===== config.mk =====
export PLATFORM = sky130hd
export DESIGN_NAME = trap_ctrl
export DESIGN_NICKNAME = d
export VERILOG_FILES = /design/src/rtl/trap_pkg.sv /design/src/rtl/trap_ctl.sv /design/src/rtl/trap_dp.sv /design/src/rtl/trap_ctrl.sv
export SDC_FILE = /design/constraint.sdc
export NUM_CORES = 1
export LEC_CHECK = 0
export ABC_AREA = 1
export BUFFER_PORTS_ARGS = -buffer_cell sky130_fd_sc_hd__buf_2
export CAP_MARGIN = 15
export CELL_PAD_IN_SITES_DETAIL_PLACEMENT = 1
export CELL_PAD_IN_SITES_GLOBAL_PLACEMENT = 2
export CORE_ASPECT_RATIO = 2
export CORE_MARGIN = 4
export CORE_UTILIZATION = 22
export CTS_CLUSTER_SIZE = 30
export DETAILED_ROUTE_END_ITERATION = 12
export PLACE_DENSITY = 0.81
export SYNTH_ARGS = -nofsm -noshare
export SYNTH_HDL_FRONTEND = slang
export SYNTH_SLANG_ARGS = --single-unit

===== constraint.sdc =====
create_clock -name clk -period 2.4 [get_ports clk]
set_clock_uncertainty 0.15 [all_clocks]
set_input_delay 0.48 -clock clk [delete_from_list [all_inputs] [get_ports clk]]
set_output_delay 0.48 -clock clk [all_outputs]
set_load 0.005 [all_outputs]

===== src/rtl/trap_pkg.sv =====
package trap_pkg;
  typedef enum logic [1:0] {
    SRC_MEM = 2'd0,
    SRC_DEC = 2'd1,
    SRC_FET = 2'd2,
    SRC_IRQ = 2'd3
  } trapSrc_e;

  typedef struct packed {
    logic     trapTake;
    logic     retTake;
    trapSrc_e src;
    logic     swWe;
  } trapStrobe_t;
endpackage


===== src/rtl/trap_ctl.sv =====
module trap_ctl
  import trap_pkg::*;
(
  input  logic        fetchExc,
  input  logic        decodeExc,
  input  logic        memExc,
  input  logic        timerIrq,
  input  logic        retReq,
  input  logic        swWe,
  input  logic        ieQ,
  input  logic        timerEnQ,
  output trapStrobe_t strobe
);
  logic irqTaken;

  always_comb begin
    irqTaken        = timerIrq && ieQ && timerEnQ;
    strobe.trapTake = memExc || decodeExc || fetchExc || irqTaken;
    strobe.retTake  = retReq && !strobe.trapTake;
    strobe.swWe     = swWe;
    // oldest stage first, interrupt last
    if (memExc)         strobe.src = SRC_MEM;
    else if (decodeExc) strobe.src = SRC_DEC;
    else if (fetchExc)  strobe.src = SRC_FET;
    else                strobe.src = SRC_IRQ;
  end
endmodule


===== src/rtl/trap_dp.sv =====
module trap_dp
  import trap_pkg::*;
#(
  parameter int XLEN       = 32,
  parameter int CAUSE_W    = 4,
  parameter int TIMER_CODE = 4,
  parameter bit VECTOR_EN  = 1'b1
) (
  input  logic               clk,
  input  logic               rstN,
  input  trapStrobe_t        strobe,
  input  logic [CAUSE_W-1:0] fetchCause,
  input  logic [XLEN-1:0]    fetchPc,
  input  logic [CAUSE_W-1:0] decodeCause,
  input  logic [XLEN-1:0]    decodePc,
  input  logic [CAUSE_W-1:0] memCause,
  input  logic [XLEN-1:0]    memPc,
  input  logic [XLEN-1:0]    memAddr,
  input  logic [XLEN-1:0]    curPc,
  input  logic [1:0]         swSel,
  input  logic [XLEN-1:0]    swData,
  output logic               ieQ,
  output logic               pieQ,
  output logic               timerEnQ,
  output logic [XLEN-1:0]    epcQ,
  output logic [XLEN-1:0]    causeQ,
  output logic [XLEN-1:0]    tvalQ,
  output logic               redirectValid,
  output logic [XLEN-1:0]    redirectPc
);
  localparam int STATUS_PIE_BIT = 4;
  localparam int TIMER_EN_BIT   = TIMER_CODE;
  localparam logic [XLEN-1:0] VEC_OFFSET = XLEN'(TIMER_CODE) << 2;

  logic [XLEN-1:0] tvecQ;
  logic [XLEN-1:0] base;
  logic [XLEN-1:0] selPc, selCause, selTval, trapTarget, irqCause;
  logic            vecMode;

  always_comb begin
    irqCause              = '0;
    irqCause[XLEN-1]      = 1'b1;
    irqCause[CAUSE_W-1:0] = CAUSE_W'(TIMER_CODE);
    selTval               = '0;
    unique case (strobe.src)
      SRC_MEM: begin
        selPc    = memPc;
        selCause = XLEN'(memCause);
        selTval  = memAddr;
      end
      SRC_DEC: begin
        selPc    = decodePc;
        selCause = XLEN'(decodeCause);
      end
      SRC_FET: begin
        selPc    = fetchPc;
        selCause = XLEN'(fetchCause);
      end
      default: begin
        selPc    = curPc;
        selCause = irqCause;
      end
    endcase
  end

  generate
    if (VECTOR_EN) begin : g_vec
      assign vecMode = (tvecQ[1:0] == 2'b01);
    end else begin : g_direct
      assign vecMode = 1'b0;
    end
  endgenerate

  always_comb begin
    base       = {tvecQ[XLEN-1:2], 2'b00};
    trapTarget = (vecMode && strobe.src == SRC_IRQ) ? base + VEC_OFFSET : base;
    redirectValid = strobe.trapTake || strobe.retTake;
    redirectPc    = strobe.trapTake ? trapTarget : epcQ;
  end

  always_ff @(posedge clk) begin
    if (!rstN) begin
      ieQ      <= 1'b0;
      pieQ     <= 1'b0;
      timerEnQ <= 1'b0;
      epcQ     <= '0;
      causeQ   <= '0;
      tvalQ    <= '0;
      tvecQ    <= '0;
    end else begin
      if (strobe.swWe) begin
        unique case (swSel)
          2'd0: begin
            ieQ  <= swData[0];
            pieQ <= swData[STATUS_PIE_BIT];
          end
          2'd1: timerEnQ <= swData[TIMER_EN_BIT];
          2'd2: tvecQ    <= swData;
          default: epcQ  <= swData;
        endcase
      end
      if (strobe.trapTake) begin
        epcQ   <= selPc;
        causeQ <= selCause;
        tvalQ  <= selTval;
        pieQ   <= ieQ;
        ieQ    <= 1'b0;
      end else if (strobe.retTake) begin
        ieQ  <= pieQ;
        pieQ <= 1'b1;
      end
    end
  end
endmodule


===== src/rtl/trap_ctrl.sv =====
module trap_ctrl
  import trap_pkg::*;
#(
  parameter int XLEN       = 32,
  parameter int CAUSE_W    = 4,
  parameter int TIMER_CODE = 4,
  parameter bit VECTOR_EN  = 1'b1
) (
  input  logic               clk,
  input  logic               rstN,
  input  logic               fetchExc,
  input  logic [CAUSE_W-1:0] fetchCause,
  input  logic [XLEN-1:0]    fetchPc,
  input  logic               decodeExc,
  input  logic [CAUSE_W-1:0] decodeCause,
  input  logic [XLEN-1:0]    decodePc,
  input  logic               memExc,
  input  logic [CAUSE_W-1:0] memCause,
  input  logic [XLEN-1:0]    memPc,
  input  logic [XLEN-1:0]    memAddr,
  input  logic               timerIrq,
  input  logic [XLEN-1:0]    curPc,
  input  logic               retReq,
  input  logic               swWe,
  input  logic [1:0]         swSel,
  input  logic [XLEN-1:0]    swData,
  output logic               redirectValid,
  output logic [XLEN-1:0]    redirectPc,
  output logic [XLEN-1:0]    epcOut,
  output logic [XLEN-1:0]    causeOut,
  output logic [XLEN-1:0]    tvalOut,
  output logic               intEnOut,
  output logic               prevIntEnOut
);
  trapStrobe_t strobe;
  logic        timerEnQ;

  trap_ctl u_ctl (
    .fetchExc (fetchExc),
    .decodeExc(decodeExc),
    .memExc   (memExc),
    .timerIrq (timerIrq),
    .retReq   (retReq),
    .swWe     (swWe),
    .ieQ      (intEnOut),
    .timerEnQ (timerEnQ),
    .strobe   (strobe)
  );

  trap_dp #(
    .XLEN(XLEN), .CAUSE_W(CAUSE_W), .TIMER_CODE(TIMER_CODE), .VECTOR_EN(VECTOR_EN)
  ) u_dp (
    .clk          (clk),
    .rstN         (rstN),
    .strobe       (strobe),
    .fetchCause   (fetchCause),
    .fetchPc      (fetchPc),
    .decodeCause  (decodeCause),
    .decodePc     (decodePc),
    .memCause     (memCause),
    .memPc        (memPc),
    .memAddr      (memAddr),
    .curPc        (curPc),
    .swSel        (swSel),
    .swData       (swData),
    .ieQ          (intEnOut),
    .pieQ         (prevIntEnOut),
    .timerEnQ     (timerEnQ),
    .epcQ         (epcOut),
    .causeQ       (causeOut),
    .tvalQ        (tvalOut),
    .redirectValid(redirectValid),
    .redirectPc   (redirectPc)
  );
endmodule


=== Word-level counts from Yosys, hierarchy flattened ===
Index checks and enable logic that the tools add are counted.

* Output and inout port bits: 131
* Logic and storage cells: 57
* Latch bits: 0
* Memories kept: 0
* Flip-flop bits (word level): 131
* Bits in read-only memories: 0
* Input port bits: 214
* RAM bits: 0

* Bitwise operators: 1
* Div/mod/pow operators: 0
* Equality and inequality tests: 7
* $lt $le $gt $ge: 0
* $mul: 0
* Add/sub/neg operators: 1
* Shift-type cells: 0
* Muxes and demuxes: 18
* Reduce and logical (&&, ||, !) cells: 23

{| class="wikitable"
|+ Operators by type and width
! cell !! number
|-
| $mux W32 || 6
|-
| $pmux W32 S3 || 2
|-
| $add A32 B5 Y32 const B || 1
|-
| $reduce_and A2 Y1 || 5
|-
| $mux W1 || 8
|-
| $eq A2 B1 Y1 const B || 3
|-
| $eq A2 B2 Y1 const B || 3
|-
| $reduce_bool A2 Y1 || 3
|-
| $reduce_bool A3 Y1 || 2
|-
| $logic_and A1 B1 Y1 || 4
|-
| $logic_not A2 Y1 || 2
|-
| $logic_or A1 B1 Y1 || 4
|-
| $mux W2 || 2
|-
| $reduce_or A3 Y1 || 1
|-
| $ne A2 B1 Y1 const B || 1
|-
| $reduce_or A2 Y1 || 1
|-
| $logic_not A1 Y1 || 1
|-
| $not A1 Y1 || 1
|}

=== Longest topological paths before layout ===
Gate-level depths: netlist of run 1.

* Word-level depth: 7
* Mapped depth: 10

=== Hierarchy ===
From an unflattened synthesis of run 1, not the netlist that was laid out.

* Cells, all modules: 898
* Area total of the unflattened synthesis: 6068.3 sq um

{| class="wikitable"
|+ Modules (own cells, without submodules)
! module !! times used !! cells an instance !! sequential area each (sq um) !! area each (sq um)
|-
| trap_dp || 1 || 889 || 2082.0 || 6018.3
|-
| trap_ctl || 1 || 9 || 0.0 || 50.0
|}

=== Least setup slack after synthesis of run 1 ===
No wires, ideal clock.

* Kind: input to output
* Start: in memExc
* End: out redirectPc[23]
* Setup slack: 0.283 ns
* Buffers on the path: 2
* Data arrival time: 1.487 ns
* Stages on the path: 9
* Cells stage by stage: buf_6 nor2_8 nand3_4 nor2_4 buf_4 nand2_1 nand2_1 nand3_1 nand2_1

* Word-level cells in the longest chain between the ends: 5
* Elaborated cells on any way between the ends: 8
* Classes of those cells: eq/ne (1); mux (3); reduce/logical (4)

{| class="wikitable"
|+ RTL lines
! item !! line !! source
|-
| start: declaration || trap_ctrl.sv:17 || <nowiki>input logic memExc,</nowiki>
|-
| $mux W2 || trap_ctl.sv:22 || <nowiki>if (memExc) strobe.src = SRC_MEM;</nowiki>
|-
| $eq A2 B2 Y1 || trap_dp.sv:76 || <nowiki>trapTarget = (vecMode && strobe.src == SRC_IRQ) ? base + VEC_OFFSET : base;</nowiki>
|-
| $logic_and A1 B1 Y1 || trap_dp.sv:76 ||
|-
| $mux W32 || trap_dp.sv:76 ||
|-
| $mux W32 (*) || trap_dp.sv:78 || <nowiki>redirectPc = strobe.trapTake ? trapTarget : epcQ;</nowiki>
|-
| end: declaration || trap_ctrl.sv:28 || <nowiki>output logic [XLEN-1:0] redirectPc,</nowiki>
|}

Mark *: on every way between the ends. The rest lies on a longest branch, timed or not.

=== Final worst setup path of run 1 ===
* Start: reg u_dp.tvecQ[9]
* End: out redirectPc[26]

* Word-level cells in the longest chain between the ends: 3

{| class="wikitable"
|+ RTL lines
! item !! line !! source
|-
| start: declaration || trap_dp.sv:35 || <nowiki>logic [XLEN-1:0] tvecQ;</nowiki>
|-
| start signal: assignment || trap_dp.sv:98 || <nowiki>2'd2: tvecQ <= swData;</nowiki>
|-
| $add A32 B5 Y32 || trap_dp.sv:76 ||
|-
| $mux W32 || trap_dp.sv:76 ||
|-
| $mux W32 || trap_dp.sv:78 ||
|}

No other way between the ends.

==> summary.md, run 1 <==
| Metric | Value |
|---|---|
| Outcome | finished with violations |
| Failing checks | setup timing |
| Hold path startpoint | memAddr[11] |
| Layout filler cell count | 3,615 |
| FF+latch count, synth | 104 |
| Final #Nets | 1,490 |
| Min-delay worst type | in -> reg |
| Mux cell area share after synthesis | 0 |
| Routed wire length | 32.1 mm |
| Post-placement cell count | 1,609 |
| Simple logic cell fraction of the synthesized area | 0.354 |
| Seq pwr share | 0.438 |
| Share of post-route cells with drive strength above 1 | 0.353 |
| Detailed Route Iter0 Violations | 250 |
| PD cells | 496 nW/um^2 |
| Most used cell along the critical path | nand2_1 |
| CP Class | reg -> out |
| H-tree level count | 3 |
| Row count | 86 |
| IO Count | 345 |
| Total GRT Usage | 0.201 |
| R2R Setup Slk | 0.64 ns |
| Initial antenna violation count | 5 |
| Worst-path clk slew | 0.08 ns |
| RD Place Congestion | 0.860 |
| Die area | 31,000 um^2 |
| Vias per inst | 4.70 |
| R2R depth | 6 |
| First-pass GRT wire length | 47.7 mm |
| Synth Area in Compound Gates | 0.188 |
| Max Transition Viols Final | 0 |
| Clk_lat worst skew | 0.37 ns |
| R2R Path Start | u_dp.ieQ$_SDFFE_PP0P_ |
| Syn_area_per_cell | 6.44 um^2 |
| Post-Synth XOR/XNOR Area | 0.00849 |
| Critical Path Stages | 10 |
| Switch Pwr | 1.36 mW |
| Delay-heaviest family, CP | simple AND/OR/NAND/NOR gates |
| # Max-Cap Violations | 0 |
| Cell area after synthesis | 6190 um^2 |
| CP max stage delay | 0.38 ns |
| Arrival time at the worst endpoint | 1.95 ns |
| Number of synthesized flops with an enable pin | 0 |
| CTS Sinks | 104 |
| Gr ovfl total | 0 |
| Place WS | -0.149 ns |
| Ys Warns | 0 |
| Setup TNS | -2.10 ns |
| Switching part of the total power | 0.310 |
| Clock buffer depth | 2 |
| Worst Path Required | 1.77 ns |
| Hold Path Sink | u_dp.tvalQ[11]$_SDFFE_PN0P_ |
| Clock root buffer | clkbuf_16 |
| CTS tree | built |
| Clock power frac | 0.362 |
| Main combinational cell family by area after synthesis | simple AND/OR/NAND/NOR gates |
| Predominant post-synthesis flop cell | dfxtp_1 |
| Reg2reg end | u_dp.epcQ[11]$_SDFFE_PN0P_ |
| Crit-path max FO | 5 |
| Vias in the first global route | 8,230 |
| Via count | 7,689 |
| DIE HEIGHT | 245 um |
| Final worst slack | -0.177 ns |
| Total power | 4.37 mW |
| CP Capture Type | primary output |
| Hold_buf cts | 0 |
| Cell count after synthesis | 960 |
| Largest net degree at the start of global routing | 68 |
| Final hold vios | 0 |
| Area delta synth->final | 42.5% |
| Routed wire per std cell | 19.6 um |
| Worst path bufs/invs | 2 |
| Final HPWL DP | 25.4 mm |
| Pre-antenna DRT Iters | 4 |
| Peak VDD IR | 0.294 mV |
| DRC Markers | 0 |
| Power share of the combinational group | 0.200 |
| Internal Power | 3.01 mW |
| Crit path from | u_dp.tvecQ[9]$_SDFFE_PN0P_ |
| Achievable Freq | 388 MHz |
| Synth cell types | 39 |
| Initial core utilization | 0.224 |
| Worst-path cell chain | nand2_1, nor2_4, nand3_4, nor2_4, buf_12, nand3_1, nand2_1, nand3_1, nand2_1, buf_2 |
| Fin crit share | 1.07 |
| Min Hold Slack | 0.197 ns |
| Worst Hold Depth | 3 |
| Adder-Cell Fraction of Synth Area | 0.00202 |
| Core footprint | 27,700 um^2 |
| Setup repair after global routing missed its margin | true |
| Buffers added on ports | 317 |
| CTS buffer count | 9 |
| Async SR Flop Fraction | 0 |
| Fin cells | 1,636 |
| ANT nets after route | 0 |
| Share of the yosys chip area belonging to registers | 0.337 |
| LEAKAGE | 4.28 nW |
| Die Width | 127 um |
| CP Launch Type | flop |
| Final min period | 2.58 ns |
| Final Setup Violations | 21 |
| Crit-path slowest cell | dfxtp_2 |
==> worst register-to-register path, cell delays in order, from the launching register on <==
cell      delay [ns]
dfxtp_1         0.37
nand3_2         0.12
nand2_4         0.12
inv_4           0.11
buf_4           0.23
a211oi_1        0.44
nor2_1          0.10
==> final cells by class <==
type,count,area (um^2),share of cell area
Tap cell,352,440,0.0499
Timing Repair Buffer,362,2070,0.235
Clock inverter,6,67.6,0.00766
Antenna cell,4,10.0,0.00114
Multi-Input combinational cell,746,3700,0.420
Sequential cell,104,2100,0.238
Clock buffer,10,229,0.0260
Inverter,52,200,0.0227
==> cells in the mapped netlist, types with 2 or more instances <==
cell type    n  area share
nor2_1      62       0.038
o21ai_0     68       0.055
dfxtp_1    104        0.34
inv_1       44       0.027
a31oi_1      6      0.0061
nor3_1      26       0.021
o211ai_2     7       0.014
clkbuf_1    32       0.019
a21oi_1     80       0.065
xor2_1       5      0.0071
a211oi_1    31       0.038
nand2_1    320        0.19
buf_4       31       0.038
nand4_1     11       0.011
buf_6        4      0.0073
nor2_4       3      0.0055
o21ai_1      2      0.0016
a41oi_1      3      0.0042
nand2_4      3      0.0055
inv_2        7      0.0042
nand3_1     77       0.062
buf_2       16       0.013
nor2_8       2      0.0065
==> placed cells by master, fill, tap and decap left out, types with 3 or more instances in the layout <==
master     netlist  final
a211oi_1        31     31
a21oi_1         80     80
a31oi_1          6      6
a41oi_1          3      3
buf_12           0      8
buf_2           16    316
buf_4           31     34
clkbuf_16        0     11
conb_1           1     27
dfxtp_1        104     92
dfxtp_2          0     10
diode_2          0      4
inv_1           44     40
inv_2            7     10
nand2_1        320    314
nand2_2          1      6
nand2_4          3      4
nand3_1         77     63
nand3_2          0     13
nand4_1         11     11
nor2_1          62     56
nor2_4           3      8
nor3_1          26     25
o211ai_2         7      7
o21ai_0         68     64
o21ai_1          2      4
xor2_1           5      4
==> power by group through the flow <==
stage	registers (mW)	logic [mW]	clock network, mW
finish	1.92	0.873	1.58
global route	1.93	0.975	1.71
CTS	1.91	0.884	1.64
detailed placement	1.95	0.873	0
global placement	1.95	0.858	0
floorplan	1.94	0.409	0
==> worst max-delay path by stage <==
stage,endpoint
after floorplan,redirectPc[23]
after global placement,redirectPc[10]
after detailed placement,redirectPc[10]
after CTS,redirectPc[26]
after global routing,redirectPc[30]
final,redirectPc[26]
==> sequential cells by signal, summed over array words and instances, names as in the netlist <==
name	count
u_dp.epcQ	32
u_dp.causeQ	5
u_dp.pieQ	1
u_dp.ieQ	1
u_dp.tvecQ	32
u_dp.tvalQ	32
u_dp.timerEnQ	1
==> layer usage <==
| layer | vias to the layer above | part of all wire | GRT usage |
|---|---|---|---|
| li1 | 3753 | - | - |
| met1 | 3617 | 0.36 | 0.209 |
| met2 | 263 | 0.54 | 0.377 |
| met3 | 54 | 0.054 | 0.0394 |
| met4 | 2 | 0.042 | 0.0985 |
| met5 | - | 0.00041 | 0 |
==> logic make-up (layout without fill, tap and decap cells) <==
family                   Yosys count  in the layout
buffers and inverters            136            430
adder cells (fa/ha/maj)            1              1
flip-flops                       104            104
AND/OR/NAND/NOR                  511            511
AO/OA/AOI/OAI                    201            201
other                              1             31
XOR/XNOR                           6              6
==> timing repair <==
action                     in CTS  in global routing
buffers inserted                3                  2
gates cloned                    1                  1
setup endpoints to repair      25                 26
pin swaps                       3                 20
resized for setup              36                 31
==> metrics by stage <==
step | cell area, um^2 | util
after floorplan | 6280 | -
after global placement | 8220 | 0.297
after detailed placement | 8220 | 0.297
after CTS | 8660 | 0.313
after global routing | 8820 | 0.319
final | 8820 | 0.319
Note: power is estimated with default switching activity, not from simulation.
==> inputs of run 2 (changes only) <==
- PLACE_DENSITY: 0.81 -> 0.79
==> summary.md, run 2 (synthesized netlist as in run 1, its figures left out) <==
| Metric | Value |
|---|---|
| Outcome | finished with violations |
| Failing checks | setup timing |
| Initial core utilization | 0.224 (unchanged) |
| H-tree level count | 3 (unchanged) |
| Gr ovfl total | 0 (unchanged) |
| CP Launch Type | flop |
| Switching part of the total power | 0.314 (+0.00358) |
| Max Transition Viols Final | 0 (unchanged) |
| Core footprint | 27,700 um^2 (unchanged) |
| Clock buffer depth | 2 (unchanged) |
| CP Class | reg -> out |
| Peak VDD IR | 0.337 mV (+15%) |
| LEAKAGE | 4.31 nW (+0.81%) |
| R2R Path Start | u_dp.timerEnQ$_SDFFE_PN0P_ |
| Post-route cell area | 8930 um^2 (+1.3%) |
| # Max-Cap Violations | 0 (unchanged) |
| Total GRT Usage | 0.200 (-0.00106) |
| DIE HEIGHT | 245 um (unchanged) |
| Min-delay worst type | in -> reg |
| ANT nets after route | 0 (unchanged) |
| Internal Power | 3.06 mW (+1.5%) |
| Die area | 31,000 um^2 (unchanged) |
| Arrival time at the worst endpoint | 1.87 ns (-0.08 ns) |
| Worst Path Required | 1.77 ns (about the same) |
| Buffers added on ports | 317 (unchanged) |
| Vias in the first global route | 8,328 (+1.2%) |
| Cell Area, Placed | 8270 um^2 (+0.70%) |
| Slew HR | 0.489 |
| CTS Sinks | 104 (unchanged) |
| Hold path startpoint | memAddr[26] |
| Initial antenna violation count | 8 (+3) |
| First-pass GRT wire length | 47.4 mm (-0.61%) |
| Detailed Route Iter0 Violations | 209 (-16%) |
| Row count | 86 (unchanged) |
| Seq pwr share | 0.430 (-0.008) |
| IO Count | 345 (unchanged) |
| Clock root buffer | clkbuf_16 |
| Final Setup Violations | 19 (-9.5%) |
| CTS tree | built |
| Setup repair after global routing missed its margin | true |
| Area delta synth->final | 44.4% |
| Final HPWL DP | 25.5 mm (+0.42%) |
| Setup TNS | -0.862 ns (+1.24 ns) |
| Final worst slack | -0.103 ns (+0.0743 ns) |
| Fin crit share | 1.04 (-0.0310) |
| Share of post-route cells with drive strength above 1 | 0.361 (+0.00812) |
| Fin cells | 1,650 (+0.86%) |
| Biggest regs | u_dp.epcQ: 32 flops, u_dp.tvalQ: 32 flops, u_dp.tvecQ: 32 flops |
| CTS buffer count | 9 (unchanged) |
| Post-placement cell count | 1,615 (+0.37%) |
| Switch Pwr | 1.40 mW (+3.2%) |
| Achievable Freq | 400 MHz (+3.0%) |
| Routed wire per std cell | 19.4 um (-1.3%) |
| Crit path from | u_dp.tvecQ[5]$_SDFFE_PN0P_ |
| Crit-path max FO | 17 (+12) |
| PD cells | 499 nW/um^2 (+0.73%) |
| CP Capture Type | primary output |
| Via count | 7,713 (+0.31%) |
| Final min period | 2.50 ns (-0.0743 ns) |
| Vias per inst | 4.67 (-0.54%) |
| DRC Markers | 0 (unchanged) |
| Clk_lat worst skew | 0.39 ns (+0.02 ns) |
| Die Width | 127 um (unchanged) |
| Clock power frac | 0.372 (+0.010) |
| Pre-antenna DRT Iters | 4 (unchanged) |
| Largest net degree at the start of global routing | 42 (-38%) |
| Final hold vios | 0 (unchanged) |
| RD Place Congestion | 0.873 (+1.5%) |
| Power share of the combinational group | 0.198 (-0.002) |
| Final #Nets | 1,500 (+0.67%) |
| Worst-path clk slew | 0.08 ns (about the same) |
| Routed wire length | 31.9 mm (-0.48%) |
| Measured slew at the worst slew-check pin | 0.766 ns |
| Commonest non-fill, non-tap cells in the layout | 314 x nand2_1, 314 x buf_2, 89 x dfxtp_1, 80 x a21oi_1, 68 x nand3_1 |
run 2: per-stage QoR:
stage	worst slack, ns	total power [mW]	utilization	hold WS [ns]
after global placement	-0.101	2.82	0.299	0.295
after floorplan	0.283	2.35	-	0.294
final	-0.103	4.46	0.323	0.185
after CTS	-0.132	4.53	0.318	0.159
after global routing	-0.211	4.68	0.323	0.181
after detailed placement	-0.0711	2.83	0.299	0.302
run 2: worst max-delay path, cell delays in order, from the launching register on:
cell     delay [ns]
dfxtp_4        0.38
ha_4           0.14
inv_2          0.05
nor2_4         0.12
nand3_2        0.11
nor2_4         0.11
buf_12         0.15
nand3_1        0.08
nand2_1        0.06
nand3_1        0.07
nand2_2        0.09
buf_2          0.11
run 2: power groups by stage:
stage | sequential, mW | clock [mW] | combinational (mW)
2_1_floorplan | 1.94 | 0 | 0.409
3_3_place_gp | 1.96 | 0 | 0.861
3_5_place_dp | 1.96 | 0 | 0.873
4_1_cts | 1.92 | 1.73 | 0.889
5_1_grt | 1.93 | 1.77 | 0.982
6_report | 1.92 | 1.66 | 0.883
run 2: layout make-up:
type	count	area, um^2
Clock inverter	6	73.8
Sequential cell	104	2120
Tap cell	352	440
Fill cell	3644	18700
Timing Repair Buffer	372	2150
Clock buffer	10	239
Inverter	52	200
Antenna cell	8	20.0
Multi-Input combinational cell	746	3690
run 2: worst paths after layout:
check,slack [ns],endpoint,depth (start not counted)
worst max-delay path,-0.10,redirectPc[28],11
worst min-delay path,0.18,u_dp.tvalQ[26]$_SDFFE_PN0P_,3
worst max register to register,0.55,u_dp.epcQ[3]$_SDFFE_PN0P_,7
worst min register to register,0.31,u_dp.tvalQ[21]$_SDFFE_PN0P_,2
run 2: layer usage:
| metal | up-vias | part of all wire | track usage |
|---|---|---|---|
| met4 | 0 | 0.043 | 0.109 |
| li1 | 3787 | - | - |
| met3 | 49 | 0.052 | 0.0375 |
| met2 | 251 | 0.55 | 0.381 |
| met5 | - | 0 | 0 |
| met1 | 3626 | 0.36 | 0.199 |
run 2: what timing repair did:
| item | CTS | global route |
|---|---|---|
| setup buffers | 5 | 7 |
| hold buffers | 0 | 0 |
| cloned | 1 | 0 |
| gates resized for setup | 50 | 29 |
| endpoints found under the setup margin | 25 | 27 |
| pin swaps | 10 | 13 |
==> inputs of run 3 (changes only) <==
- RECOVER_POWER: not set -> 50
==> summary.md, run 3 (synthesized netlist as in run 1, its figures left out) <==
| Metric | Value |
|---|---|
| Outcome | finished with violations |
| Failing checks | setup timing |
| Measured slew at the worst slew-check pin | 0.750 ns (-0.0162 ns) |
| CTS Sinks | 104 (unchanged) |
| R2R depth | 7 (unchanged) |
| Vias in the first global route | 8,328 (unchanged) |
| # Max-Cap Violations | 0 (unchanged) |
| Row count | 86 (unchanged) |
| Clock root buffer | clkbuf_16 |
| Final hold vios | 0 (unchanged) |
| Crit path from | u_dp.tvecQ[5]$_SDFFE_PN0P_ |
| Largest net degree at the start of global routing | 42 (unchanged) |
| Gr ovfl total | 0 (unchanged) |
| DIE HEIGHT | 245 um (unchanged) |
| Pre-antenna DRT Iters | 4 (unchanged) |
| CP Capture Type | primary output |
| Reg2reg end | u_dp.epcQ[3]$_SDFFE_PN0P_ |
| ANT nets after route | 0 (unchanged) |
| Detailed Route Iter0 Violations | 270 (+29%) |
| Fin crit share | 1.04 (about the same) |
| Commonest non-fill, non-tap cell in the layout | nand2_1 |
| First-pass GRT wire length | 47.4 mm (unchanged) |
| R2R Path Start | u_dp.timerEnQ$_SDFFE_PN0P_ |
| Worst-path clk slew | 0.08 ns (about the same) |
| Peak VDD IR | 0.337 mV (+0.11%) |
| Final min period | 2.50 ns (+0.000127 ns) |
| Die area | 31,000 um^2 (unchanged) |
| Worst Path Required | 1.77 ns (about the same) |
| Min Hold Slack | 0.184 ns (-0.000300 ns) |
| Cell Area, Placed | 8270 um^2 (unchanged) |
| Initial core utilization | 0.224 (unchanged) |
| Core footprint | 27,700 um^2 (unchanged) |
| Vias per inst | 4.67 (-0.10%) |
| Final HPWL DP | 25.5 mm (unchanged) |
| Max Transition Viols Final | 0 (unchanged) |
| CTS tree | built |
| CP Class | reg -> out |
| Buffers added on ports | 317 (unchanged) |
| RD Place Congestion | 0.873 (unchanged) |
| CTS buffer count | 9 (unchanged) |
| Arrival time at the worst endpoint | 1.87 ns (about the same) |
| PD cells | 502 nW/um^2 (+0.59%) |
| DRC Markers | 0 (unchanged) |
| Biggest regs | u_dp.epcQ: 32 flops, u_dp.tvalQ: 32 flops, u_dp.tvecQ: 32 flops |
| CP Launch Type | flop |
| Commonest non-fill, non-tap cells in the layout | 314 x nand2_1, 266 x buf_2, 89 x dfxtp_1, 80 x a21oi_1, 68 x nand3_1 |
| Final worst slack | -0.103 ns (-0.000127 ns) |
| Clock buffer depth | 2 (unchanged) |
| Post-route cell area | 8850 um^2 (-0.90%) |
| H-tree level count | 3 (unchanged) |
| Setup repair after global routing missed its margin | true |
| CP Capture Point | redirectPc[28] |
| LEAKAGE | 4.12 nW (-4.4%) |
| Crit-path max FO | 17 (unchanged) |
| Worst Hold Depth | 3 (unchanged) |
| Final Setup Violations | 18 (-1) |
| Area delta synth->final | 43.1% |
| Share of post-route cells with drive strength above 1 | 0.322 (-0.0388) |
| Final #Nets | 1,500 (unchanged) |
| R2R Setup Slk | 0.54 ns (about the same) |
| Slew HR | 0.500 (+0.0108) |
| IO Count | 345 (unchanged) |
| Via count | 7,705 (-0.10%) |
| Total GRT Usage | 0.200 (unchanged) |
| Routed wire per std cell | 19.3 um (-0.11%) |
| Clk_lat worst skew | 0.39 ns (about the same) |
| Hold_buf cts | 0 (unchanged) |
| Min-delay worst type | in -> reg |
| Initial antenna violation count | 8 (unchanged) |
| Die Width | 127 um (unchanged) |
| Routed wire length | 31.9 mm (-0.11%) |
| Achievable Freq | 400 MHz (about the same) |
run 3: cell types whose count changed in the layout (fill, tap and decap cells not counted), moves of 2 or more:
cell,previous run,this run
inv_1,39,41
inv_2,11,9
clkbuf_1,0,48
buf_2,314,266
buf_4,42,40
clkbuf_2,0,3
run 3: timing repair:
item / CTS / global route
setup buffers: 5 / 7
pin swaps: 10 / 13
resized for setup: 50 / 29
endpoints found under the setup margin: 25 / 27
gates cloned: 1 / 0
run 3: through the flow:
| step | cells | setup TNS (ns) | util | power [mW] | setup WS (ns) |
|---|---|---|---|---|---|
| floorplan | 986 | 0 | - | 2.35 | 0.283 |
| global placement | 1615 | -0.101 | 0.299 | 2.82 | -0.101 |
| detailed placement | 1615 | -0.0711 | 0.299 | 2.83 | -0.0711 |
| CTS | 1637 | -1.95 | 0.318 | 4.53 | -0.132 |
| global route | 1650 | -3.49 | 0.320 | 4.67 | -0.211 |
| finish | 1650 | -0.898 | 0.320 | 4.45 | -0.103 |
run 3: layer usage:
layer  share of wire  global-route usage
met1            0.36               0.199
met2            0.54               0.381
met3           0.054              0.0375
met4           0.044               0.109
met5               0                   0
run 3: final cells by class:
type | count | area [um^2]
Sequential cell | 104 | 2120
Multi-Input combinational cell | 746 | 3690
Antenna cell | 8 | 20.0
Timing Repair Buffer | 372 | 2070
Clock buffer | 10 | 239
Clock inverter | 6 | 73.8
Fill cell | 3665 | 18800
Tap cell | 352 | 440
Inverter | 52 | 200
run 3: worst min path at each step:
stage,start,to,slack [ns]
final,memAddr[26],u_dp.tvalQ[26]$_SDFFE_PN0P_,0.18
after global routing,memAddr[1],u_dp.tvalQ[1]$_SDFFE_PN0P_,0.18
after CTS,memAddr[26],u_dp.tvalQ[26]$_SDFFE_PN0P_,0.16
after detailed placement,u_dp.tvalQ[21]$_SDFFE_PN0P_,u_dp.tvalQ[21]$_SDFFE_PN0P_,0.30
after global placement,u_dp.tvalQ[16]$_SDFFE_PN0P_,u_dp.tvalQ[16]$_SDFFE_PN0P_,0.29
after floorplan,u_dp.tvecQ[1]$_SDFFE_PN0P_,u_dp.tvecQ[1]$_SDFFE_PN0P_,0.29
run 3: worst max-delay path, stage by stage, from the launching register on:
cell and delay [ns]:
dfxtp_4 0.38, ha_4 0.14, inv_2 0.05, nor2_4 0.12, nand3_2 0.11, nor2_4 0.11
buf_12 0.15, nand3_1 0.08, nand2_1 0.06, nand3_1 0.07, nand2_2 0.09, buf_2 0.11
run 3: power breakdown:
part	internal, mW	leakage [nW]	switching [mW]
Sequential	1.82	0.865	0.0964
Clock	0.854	0.154	0.802
Combinational	0.367	3.10	0.501
